--- src/rtl/pbs_pkg.sv ---
package pbs_pkg;
  typedef enum logic [1:0] {
    ST_OFF  = 2'd0,
    ST_UP   = 2'd1,
    ST_ON   = 2'd2,
    ST_WAIT = 2'd3
  } pwr_state_t;
endpackage

--- src/rtl/pbs_sync.sv ---
module pbs_sync #(
  parameter int STAGES  = 2,
  parameter bit RST_VAL = 1'b1
) (
  input  logic clk,
  input  logic rst,
  input  logic d,
  output logic q
);
  logic [STAGES-1:0] chain;

  always_ff @(posedge clk) begin
    if (rst) chain <= {STAGES{RST_VAL}};
    else     chain <= {chain[STAGES-2:0], d};
  end

  assign q = chain[STAGES-1];
endmodule

--- src/rtl/pbs_tick_cnt.sv ---
module pbs_tick_cnt #(
  parameter int LIMIT = 1000,
  parameter int W     = $clog2(LIMIT + 1)
) (
  input  logic         clk,
  input  logic         rst,
  input  logic         clr,
  input  logic         tick,
  output logic [W-1:0] cnt
);
  localparam logic [W-1:0] LIM = W'(LIMIT);

  always_ff @(posedge clk) begin
    if (rst || clr)              cnt <= '0;
    else if (tick && cnt != LIM) cnt <= cnt + 1'b1;
  end

  // saturating counter never passes its limit
  cnt_limit_chk: assert property (@(posedge clk) disable iff (rst) cnt <= LIM);
endmodule

--- src/rtl/pbs_power_seq.sv ---
module pbs_power_seq #(
  parameter int N_BUCK      = 3,
  parameter int PRESS_MS    = 50,
  parameter int HOLD_MS     = 50,
  parameter int OFF_MS      = 1000,
  parameter int STEP_MS     = 10,
  parameter int SETTLE_MS   = 230,
  parameter int SYNC_STAGES = 2
) (
  input  logic              clk,
  input  logic              rst,
  input  logic              ms_tick,
  input  logic              btn_n,
  input  logic              host_hold,
  input  logic              uv_flag,
  output logic              pb_stat,
  output logic              wake,
  output logic              pgood,
  output logic [N_BUCK-1:0] buck_en,
  output logic              ctl_clr
);
  import pbs_pkg::*;

  localparam int UP_MS  = (N_BUCK - 1) * STEP_MS + SETTLE_MS;
  localparam int MAX_A  = (OFF_MS > UP_MS) ? OFF_MS : UP_MS;
  localparam int MAX_MS = (MAX_A > HOLD_MS) ? MAX_A : HOLD_MS;
  localparam int TW     = $clog2(MAX_MS + 1);
  localparam int PW     = $clog2(PRESS_MS + 1);
  localparam logic [TW-1:0] T_UP   = TW'(UP_MS);
  localparam logic [TW-1:0] T_OFF  = TW'(OFF_MS);
  localparam logic [TW-1:0] T_HOLD = TW'(HOLD_MS);
  localparam logic [PW-1:0] T_PRESS = PW'(PRESS_MS);

  pwr_state_t state, nxt;
  logic btn_s;
  logic armed, auto_pend;
  logic tmr_clr, pcnt_clr, entering_wait;
  logic [TW-1:0] tcnt;
  logic [PW-1:0] pcnt;

  pbs_sync #(.STAGES(SYNC_STAGES), .RST_VAL(1'b1)) u_btn_sync (
    .clk(clk), .rst(rst), .d(btn_n), .q(btn_s)
  );

  // state timer, restarted on every transition and while the host holds power
  assign tmr_clr = (nxt != state) || (state == ST_ON && host_hold);

  pbs_tick_cnt #(.LIMIT(MAX_MS), .W(TW)) u_state_tmr (
    .clk(clk), .rst(rst), .clr(tmr_clr), .tick(ms_tick), .cnt(tcnt)
  );

  // long-press filter, only runs while on and the button is down
  assign pcnt_clr = btn_s || (state != ST_ON);

  pbs_tick_cnt #(.LIMIT(PRESS_MS), .W(PW)) u_press_tmr (
    .clk(clk), .rst(rst), .clr(pcnt_clr), .tick(ms_tick), .cnt(pcnt)
  );

  always_comb begin
    nxt = state;
    unique case (state)
      ST_OFF:  if (!uv_flag && (auto_pend || (armed && !btn_s))) nxt = ST_UP;
      ST_UP:   if (uv_flag) nxt = ST_WAIT;
               else if (tcnt == T_UP) nxt = ST_ON;
      ST_ON:   if (uv_flag || (!host_hold && tcnt == T_HOLD)) nxt = ST_WAIT;
      ST_WAIT: if (tcnt == T_OFF) nxt = ST_OFF;
      default: nxt = ST_OFF;
    endcase
  end

  assign entering_wait = (state != ST_WAIT) && (nxt == ST_WAIT);

  always_ff @(posedge clk) begin
    if (rst) begin
      state     <= ST_OFF;
      armed     <= 1'b0;
      auto_pend <= 1'b0;
      ctl_clr   <= 1'b0;
    end else begin
      state   <= nxt;
      ctl_clr <= entering_wait;
      if (state == ST_WAIT || nxt == ST_UP) armed <= 1'b0;
      else if (state == ST_OFF && btn_s)    armed <= 1'b1;
      if (entering_wait)     auto_pend <= uv_flag;
      else if (nxt == ST_UP) auto_pend <= 1'b0;
    end
  end

  assign wake    = (state == ST_UP) || (state == ST_ON);
  assign pgood   = (state == ST_ON);
  assign pb_stat = (state == ST_ON) && (pcnt == T_PRESS);

  genvar gi;
  generate
    for (gi = 0; gi < N_BUCK; gi++) begin : g_buck
      localparam logic [TW-1:0] THR = TW'(gi * STEP_MS);
      assign buck_en[gi] = (state == ST_ON) || (state == ST_UP && tcnt >= THR);
      if (gi > 0) begin : g_order

        buck_order_chk: assert property (@(posedge clk) disable iff (rst)
          $rose(buck_en[gi]) |-> buck_en[gi-1]);
      end
    end
  endgenerate


  pgood_all_on_chk: assert property (@(posedge clk) disable iff (rst)
    pgood |-> (buck_en == {N_BUCK{1'b1}}));


  pb_stat_on_chk: assert property (@(posedge clk) disable iff (rst)
    pb_stat |-> (wake && pgood));


  drop_together_chk: assert property (@(posedge clk) disable iff (rst)
    $fell(wake) |-> (buck_en == '0 && !pgood && ctl_clr));


  clr_pulse_chk: assert property (@(posedge clk) disable iff (rst)
    ctl_clr |=> !ctl_clr);


  wait_hold_chk: assert property (@(posedge clk) disable iff (rst)
    (state == ST_WAIT && tcnt != T_OFF) |=> (state == ST_WAIT));


  uv_drop_chk: assert property (@(posedge clk) disable iff (rst)
    (uv_flag && wake) |=> !wake);
endmodule

--- config.mk ---
export PLATFORM = sky130hd
export DESIGN_NAME = pbs_power_seq
export DESIGN_NICKNAME = d
export VERILOG_FILES = /design/src/rtl/pbs_pkg.sv /design/src/rtl/pbs_sync.sv /design/src/rtl/pbs_tick_cnt.sv /design/src/rtl/pbs_power_seq.sv
export SDC_FILE = /design/constraint.sdc
export NUM_CORES = 1
export LEC_CHECK = 0
export BUFFER_PORTS_ARGS = -buffer_cell sky130_fd_sc_hd__buf_2
export CAP_MARGIN = 10
export CELL_PAD_IN_SITES_DETAIL_PLACEMENT = 0
export CELL_PAD_IN_SITES_GLOBAL_PLACEMENT = 1
export CORE_MARGIN = 2
export CORE_UTILIZATION = 41
export CTS_BUF_LIST = sky130_fd_sc_hd__clkbuf_4
export CTS_CLUSTER_SIZE = 8
export DETAILED_ROUTE_END_ITERATION = 7
export GPL_TIMING_DRIVEN = 0
export PLACE_DENSITY_LB_ADDON = 0.1
export SKIP_LAST_GASP = 1
export SLEW_MARGIN = 25
export SYNTH_ARGS = -nofsm -noshare
export SYNTH_HDL_FRONTEND = slang
export SYNTH_SLANG_ARGS = --single-unit
--- constraint.sdc ---
create_clock -name clk -period 1.85 [get_ports clk]
set_clock_uncertainty 0.05 [all_clocks]
set_input_delay 0.0925 -clock clk [delete_from_list [all_inputs] [get_ports clk]]
set_output_delay 0.0925 -clock clk [all_outputs]
set_load 0.02 [all_outputs]
# Word level (Yosys, flattened, before mapping)
# Index checks and enable logic that the tools add are counted.
[classes]
addsub = 2
n_mul = 0
n_div = 0
n_lt_le_gt_ge = 3
n_eq_ne = 14
shift = 0
n_mux = 8
n_bitwise = 0
n_reduce_logical = 29
[op_table]
columns = ["cell", "n"]
rows = [
  ["1-bit logical AND", 12],
  ["1-bit logical OR", 11],
  ["10-bit by 1-bit adder with 10-bit output, second input constant", 1],
  ["10-bit == test, second input constant", 1],
  ["10-bit by 6-bit == test with 1-bit output, second input constant", 1],
  ["10-bit by 8-bit == test with 1-bit output, second input constant", 1],
  ["10-bit by 1-bit greater-or-equal comparator with 1-bit output, second input constant", 1],
  ["10-bit by 4-bit greater-or-equal comparator with 1-bit output, second input constant", 1],
  ["10-bit by 5-bit greater-or-equal comparator with 1-bit output, second input constant", 1],
  ["2-bit 2-to-1 mux", 5],
  ["10-bit inequality test, second input constant", 1],
  ["2-bit case mux with 4 select lines", 1],
  ["6-bit by 1-bit adder with 6-bit output, second input constant", 1],
  ["2-bit == test, second input constant", 3],
  ["6-bit == test, second input constant", 1],
  ["6-bit inequality test, second input constant", 1],
  ["2-bit by 1-bit == test with 1-bit output, second input constant", 2],
  ["2-bit inequality test, second input constant", 2],
  ["1-bit logical NOT", 3],
  ["2-bit logical NOT", 1],
  ["1-bit 2-to-1 mux", 2],
  ["2-bit inequality test", 1],
  ["2-bit nonzero test", 1],
  ["2-bit OR reduction", 1],
]
[word_totals]
register_bits = 23
latch_bits = 0
ramBits = 0
rom_bits = 0
in_bits = 6
elab_cells = 63
memories = 0

# Logic depth before layout (Yosys ltp)
[logic_depth]
ltp_word = 9
ltp_mapped = 8
depth_no_buf = 8

# By module
# A second synthesis with hierarchy kept.
[unflattened]
hier_cells = 163
area_unflattened_um2 = 1396.3
[modules_own_cells]
columns = ["mod", "n_inst", "cells_per_inst", "area_each_um2"]
rows = [
  ["pbs_power_seq", 1, 65, 524.3],
  ["pbs_tick_cnt at u_state_tmr", 1, 59, 510.5],
  ["pbs_tick_cnt at u_press_tmr", 1, 35, 309.0],
  ["pbs_sync", 1, 4, 52.6],
]

# Least setup slack after synthesis
# Ideal clock, no wire load.
[synth_timing]
kind = "reg-to-reg"
startpoint = "register state[0]"
endpoint = "register u_state_tmr.cnt[0]"
setup_ns = 0.128
arrival_time_ns = 1.926
required_time_ns = 1.672
slack_ns = -0.254
stages_incl_launch_ff = 9
period_less_slack_ns = 2.104
path_cell_list = "dfxtp_1 > inv_1 > ha_1 > a21oi_1 > o21a_1 > nand2_1 > or3_4 > o2111ai_4 > nor2_1"
[synth_lines]
columns = ["element", "line_no", "text"]
rows = [
  ["start, declared", "pbs_power_seq.sv:34", "pwr_state_t state, nxt;"],
  ["start signal, assigned", "pbs_power_seq.sv:80", "state <= nxt;"],
  ["2-bit == test (*)", "n/a", ""],
  ["named net pgood", "pbs_power_seq.sv:18", "output logic pgood,"],
  ["2-bit case mux with 4 select lines", "pbs_power_seq.sv:61", "unique case (state)"],
  ["2-bit inequality test", "pbs_power_seq.sv:46", "assign tmr_clr = (nxt != state) || (state == ST_ON && host_hold);"],
  ["1-bit logical OR (*)", "pbs_power_seq.sv:46", ""],
  ["1-bit logical OR (*)", "pbs_tick_cnt.sv:14", "if (rst || clr) cnt <= '0;"],
  ["end signal, assigned", "pbs_tick_cnt.sv:15", "else if (tick && cnt != LIM) cnt <= cnt + 1'b1;"],
  ["end, declared", "pbs_tick_cnt.sv:9", "output logic [W-1:0] cnt"],
]
# Mark *: on every way through the listed nets, which the timed path passes. The rest lies on a longest branch.
# A chain may end at the register's enable or synchronous reset.

# Worst setup path after layout
[layout_timing]
startpoint = "register state[0]"
endpoint = "register u_state_tmr.cnt[4]"
[layout_between]
elab_chain_len = 6
[layout_lines]
columns = ["element", "line_no", "text"]
rows = [
  ["2-bit 2-to-1 mux", "pbs_power_seq.sv:64", "else if (tcnt == T_UP) nxt = ST_ON;"],
  ["2-bit 2-to-1 mux", "pbs_power_seq.sv:63", "ST_UP: if (uv_flag) nxt = ST_WAIT;"],
  ["2-bit case mux with 4 select lines", "pbs_power_seq.sv:61", ""],
  ["2-bit inequality test", "pbs_power_seq.sv:46", ""],
  ["1-bit logical OR (*)", "pbs_power_seq.sv:46", ""],
  ["1-bit logical OR (*)", "pbs_tick_cnt.sv:14", ""],
]
# Every way passes the cells marked *; elsewhere a longest branch is shown, timed or not.

==> flow_summary.json <==
{
  "violations": "setup timing",
  "first_pass_iters": 4,
  "synth_top_family_by_area": "simple AND/OR/NAND/NOR gates",
  "cts_buffer_depth": 2,
  "grt_usage": 0.1776,
  "syn_to_final_growth_pct": 33.70,
  "postSynth.asyncResetShare": 0,
  "muxShareOfSynthArea": 0.008357,
  "worst-r2r-cell-count": 9,
  "clk_latency_ns": 0.32,
  "whs_ns": 0.05220,
  "synth.net_count": 173,
  "place.gp.congestion": 0.7514,
  "ir_drop_v": 0.0005681,
  "die_w_um": 61.33,
  "numCtsBuffers": 3,
  "cts_tree": "built",
  "drcViolationCount": 0,
  "htree_levels": 1,
  "clock.fmax_mhz": 477.5,
  "hold_viol_final": 0,
  "drive_above_1_share": 0.3670,
  "critPathKind": "reg2reg",
  "crit_path_end_kind": "flip-flop",
  "crit_required_ns": 2.01,
  "overflow": 0,
  "grt_pass1_vias": 1089,
  "layoutNonFillerInstCount": 232,
  "nets": 205,
  "hold_path_end": "auto_pend",
  "arrival_ns": 2.26,
  "dp_cells": 212,
  "setup_slack_ns": -0.2444,
  "worstSetupStartpointType": "flip-flop",
  "slew_headroom": 0.6327,
  "yosys_warnings": 0,
  "synth-xor-area-share": 0.08449,
  "grt_pass1_wl_mm": 4.933,
  "path_max_fanout": 7,
  "syn-cell-area_mm2": 0.001348,
  "ant_nets": 0,
  "path_clk_slew_ns": 0.14,
  "synth_compound_area_frac": 0.1653,
  "cap_violations": 0,
  "drt_iter0_drc": 48,
  "synth-seq-cells": 23,
  "r2r_setup_slack_ns": -0.24,
  "cts.sinks": 23,
  "yosysUniqueCellTypes": 44,
  "final_common_cell": "nor2_1",
  "vias_per_cell": 4.935,
  "tightestPinTransition_ns": 0.5438,
  "via_count": 1145,
  "period_share": 1.132,
  "synthSimpleGateAreaFrac": 0.2600,
  "final_core_util": 0.5854,
  "leakage_uw": 0.0006945,
  "drt_wl_total_mm": 2.982,
  "final.setup.tns_ns": -2.560,
  "status": "finished, violations left",
  "slew_viol_final": 0,
  "synthAdderAreaFrac": 0.09285,
  "hold_path_class": "in2reg",
  "whs_path_depth": 3,
  "ctsRootBufferMaster": "clkbuf_4",
  "fp.dieH_um": 61.33,
  "io_pins": 13,
  "synth_edf_count": 0,
  "fin_crit_ns": 2.094,
  "crit-reg2reg-launch": "state[0]",
  "synthFlopType": "dfxtp_1",
  "core_area_mm2": 0.003078,
  "grt_max_degree": 13,
  "dp.final_hpwl_mm": 2.006,
  "r2r-end": "u_state_tmr.cnt[4]",
  "avgSynthCellArea_um2": 8.583,
  "setup-violations-final": 14,
  "avgRoutedWirePerCell_um": 12.85,
  "insertedDiodeCount": 0,
  "synthCells": 157,
  "holdCritStartpoint": "uv_flag",
  "powerDensity_mw_per_mm2": 864.4,
  "die-area_mm2": 0.003761,
  "rsz0062_at_grt": "true",
  "seq_area_frac_synth": 0.3417,
  "io_buffers": 11,
  "antenna_found_initial": 0,
  "layout_common_cells": "nor2_1 (23), buf_4 (15), nand2_1 (13)",
  "rows": 20,
  "initial_core_util": 0.4378
}
[sequential cells by signal, summed over array words and instances (netlist names)]
signal,flops
armed,1
auto_pend,1
ctl_clr,1
state,2
u_btn_sync.chain,2
u_press_tmr.cnt,6
u_state_tmr.cnt,10
[where the power goes]
group          internal [µW]  switching [µW]  total, µW  leakage [µW]
logic                    364             351        716      0.000483
registers                540            47.5        587      0.000193
clock network           98.9             156        255     0.0000184
total                   1000             555       1560      0.000695
[cell families (layout without fill, tap and decap cells)]
group,Yosys count,in the layout
adder cells (fa/ha/maj),10,10
flip-flops,23,23
AO/OA/AOI/OAI,28,28
XOR/XNOR,13,13
multiplexers,1,1
buffers and inverters,14,45
AND/OR/NAND/NOR,68,68
[worst max path at each step]
stage / startpoint / endpoint / cells past startpoint
after detailed placement: u_state_tmr.cnt[0] / u_state_tmr.cnt[5] / 8
final: state[0] / u_state_tmr.cnt[4] / 9
after CTS: u_state_tmr.cnt[5] / u_state_tmr.cnt[5] / 8
after global placement: u_state_tmr.cnt[0] / u_state_tmr.cnt[0] / 8
after global routing: state[0] / u_state_tmr.cnt[6] / 9
after floorplan: u_state_tmr.cnt[0] / u_state_tmr.cnt[0] / 8
[critical path, stage by stage (launching register included)]
cell	delay [ns]
dfxtp_4	0.42
inv_4	0.07
ha_2	0.25
inv_1	0.09
o21a_1	0.15
nand2_1	0.08
or3_4	0.40
o2111ai_4	0.26
clkbuf_16	0.20
nor2_1	0.04
[Yosys cell counts (all sizes together) (2+ instances only)]
| cell type | n | area, µm² |
|---|---|---|
| a2111oi | 2 | 30.03 |
| a21oi | 7 | 35.03 |
| buf | 3 | 22.52 |
| clkbuf | 2 | 7.510 |
| dfxtp | 23 | 460.4 |
| ha | 10 | 125.1 |
| inv | 9 | 33.78 |
| nand2 | 14 | 52.55 |
| nand2b | 2 | 12.51 |
| nand4 | 7 | 43.79 |
| nand4b | 2 | 17.52 |
| nor2 | 25 | 98.84 |
| nor2b | 4 | 25.02 |
| nor3 | 2 | 10.01 |
| nor4 | 2 | 18.77 |
| o21ai | 5 | 25.02 |
| or2 | 2 | 12.51 |
| or3 | 3 | 23.77 |
| xnor2 | 6 | 52.55 |
| xor2 | 7 | 61.31 |
[through the flow]
stage | area, µm² | power, µW | setup slack, ns
floorplan | 1385 | 987.6 | -0.06861
detailed placement | 1495 | 1091 | -0.3149
global placement | 1495 | 1083 | -0.2862
finish | 1802 | 1557 | -0.2444
global route | 1802 | 1670 | -0.3243
CTS | 1710 | 1511 | -0.2082
[what timing repair did]
item                                   4_1_cts  5_1_grt
pin swaps                                    7        5
cloned                                       1        0
hold buffers                                 1        0
endpoints found under the hold margin        1        0
buffers inserted                            11        4
setup endpoints to repair                   15       17
resized for setup                           15       19
[metal layers]
| metal | GRT usage | wire, µm |
|---|---|---|
| met5 | 0 | 0 |
| met4 | 0.03647 | 43 |
| met3 | 0.04622 | 104 |
| met2 | 0.2857 | 1379 |
| met1 | 0.2420 | 1455 |
[final cells by class]
| type | instances | area (µm²) |
|---|---|---|
| Clock buffer | 4 | 30.03 |
| Buffer | 4 | 26.28 |
| Multi-Input combinational cell | 120 | 947.2 |
| Tap cell | 44 | 55.05 |
| Sequential cell | 23 | 486.7 |
| Fill cell | 289 | 1276 |
| Inverter | 9 | 41.29 |
| Timing Repair Buffer | 28 | 215.2 |
Note: power is estimated with default switching activity, not from simulation.
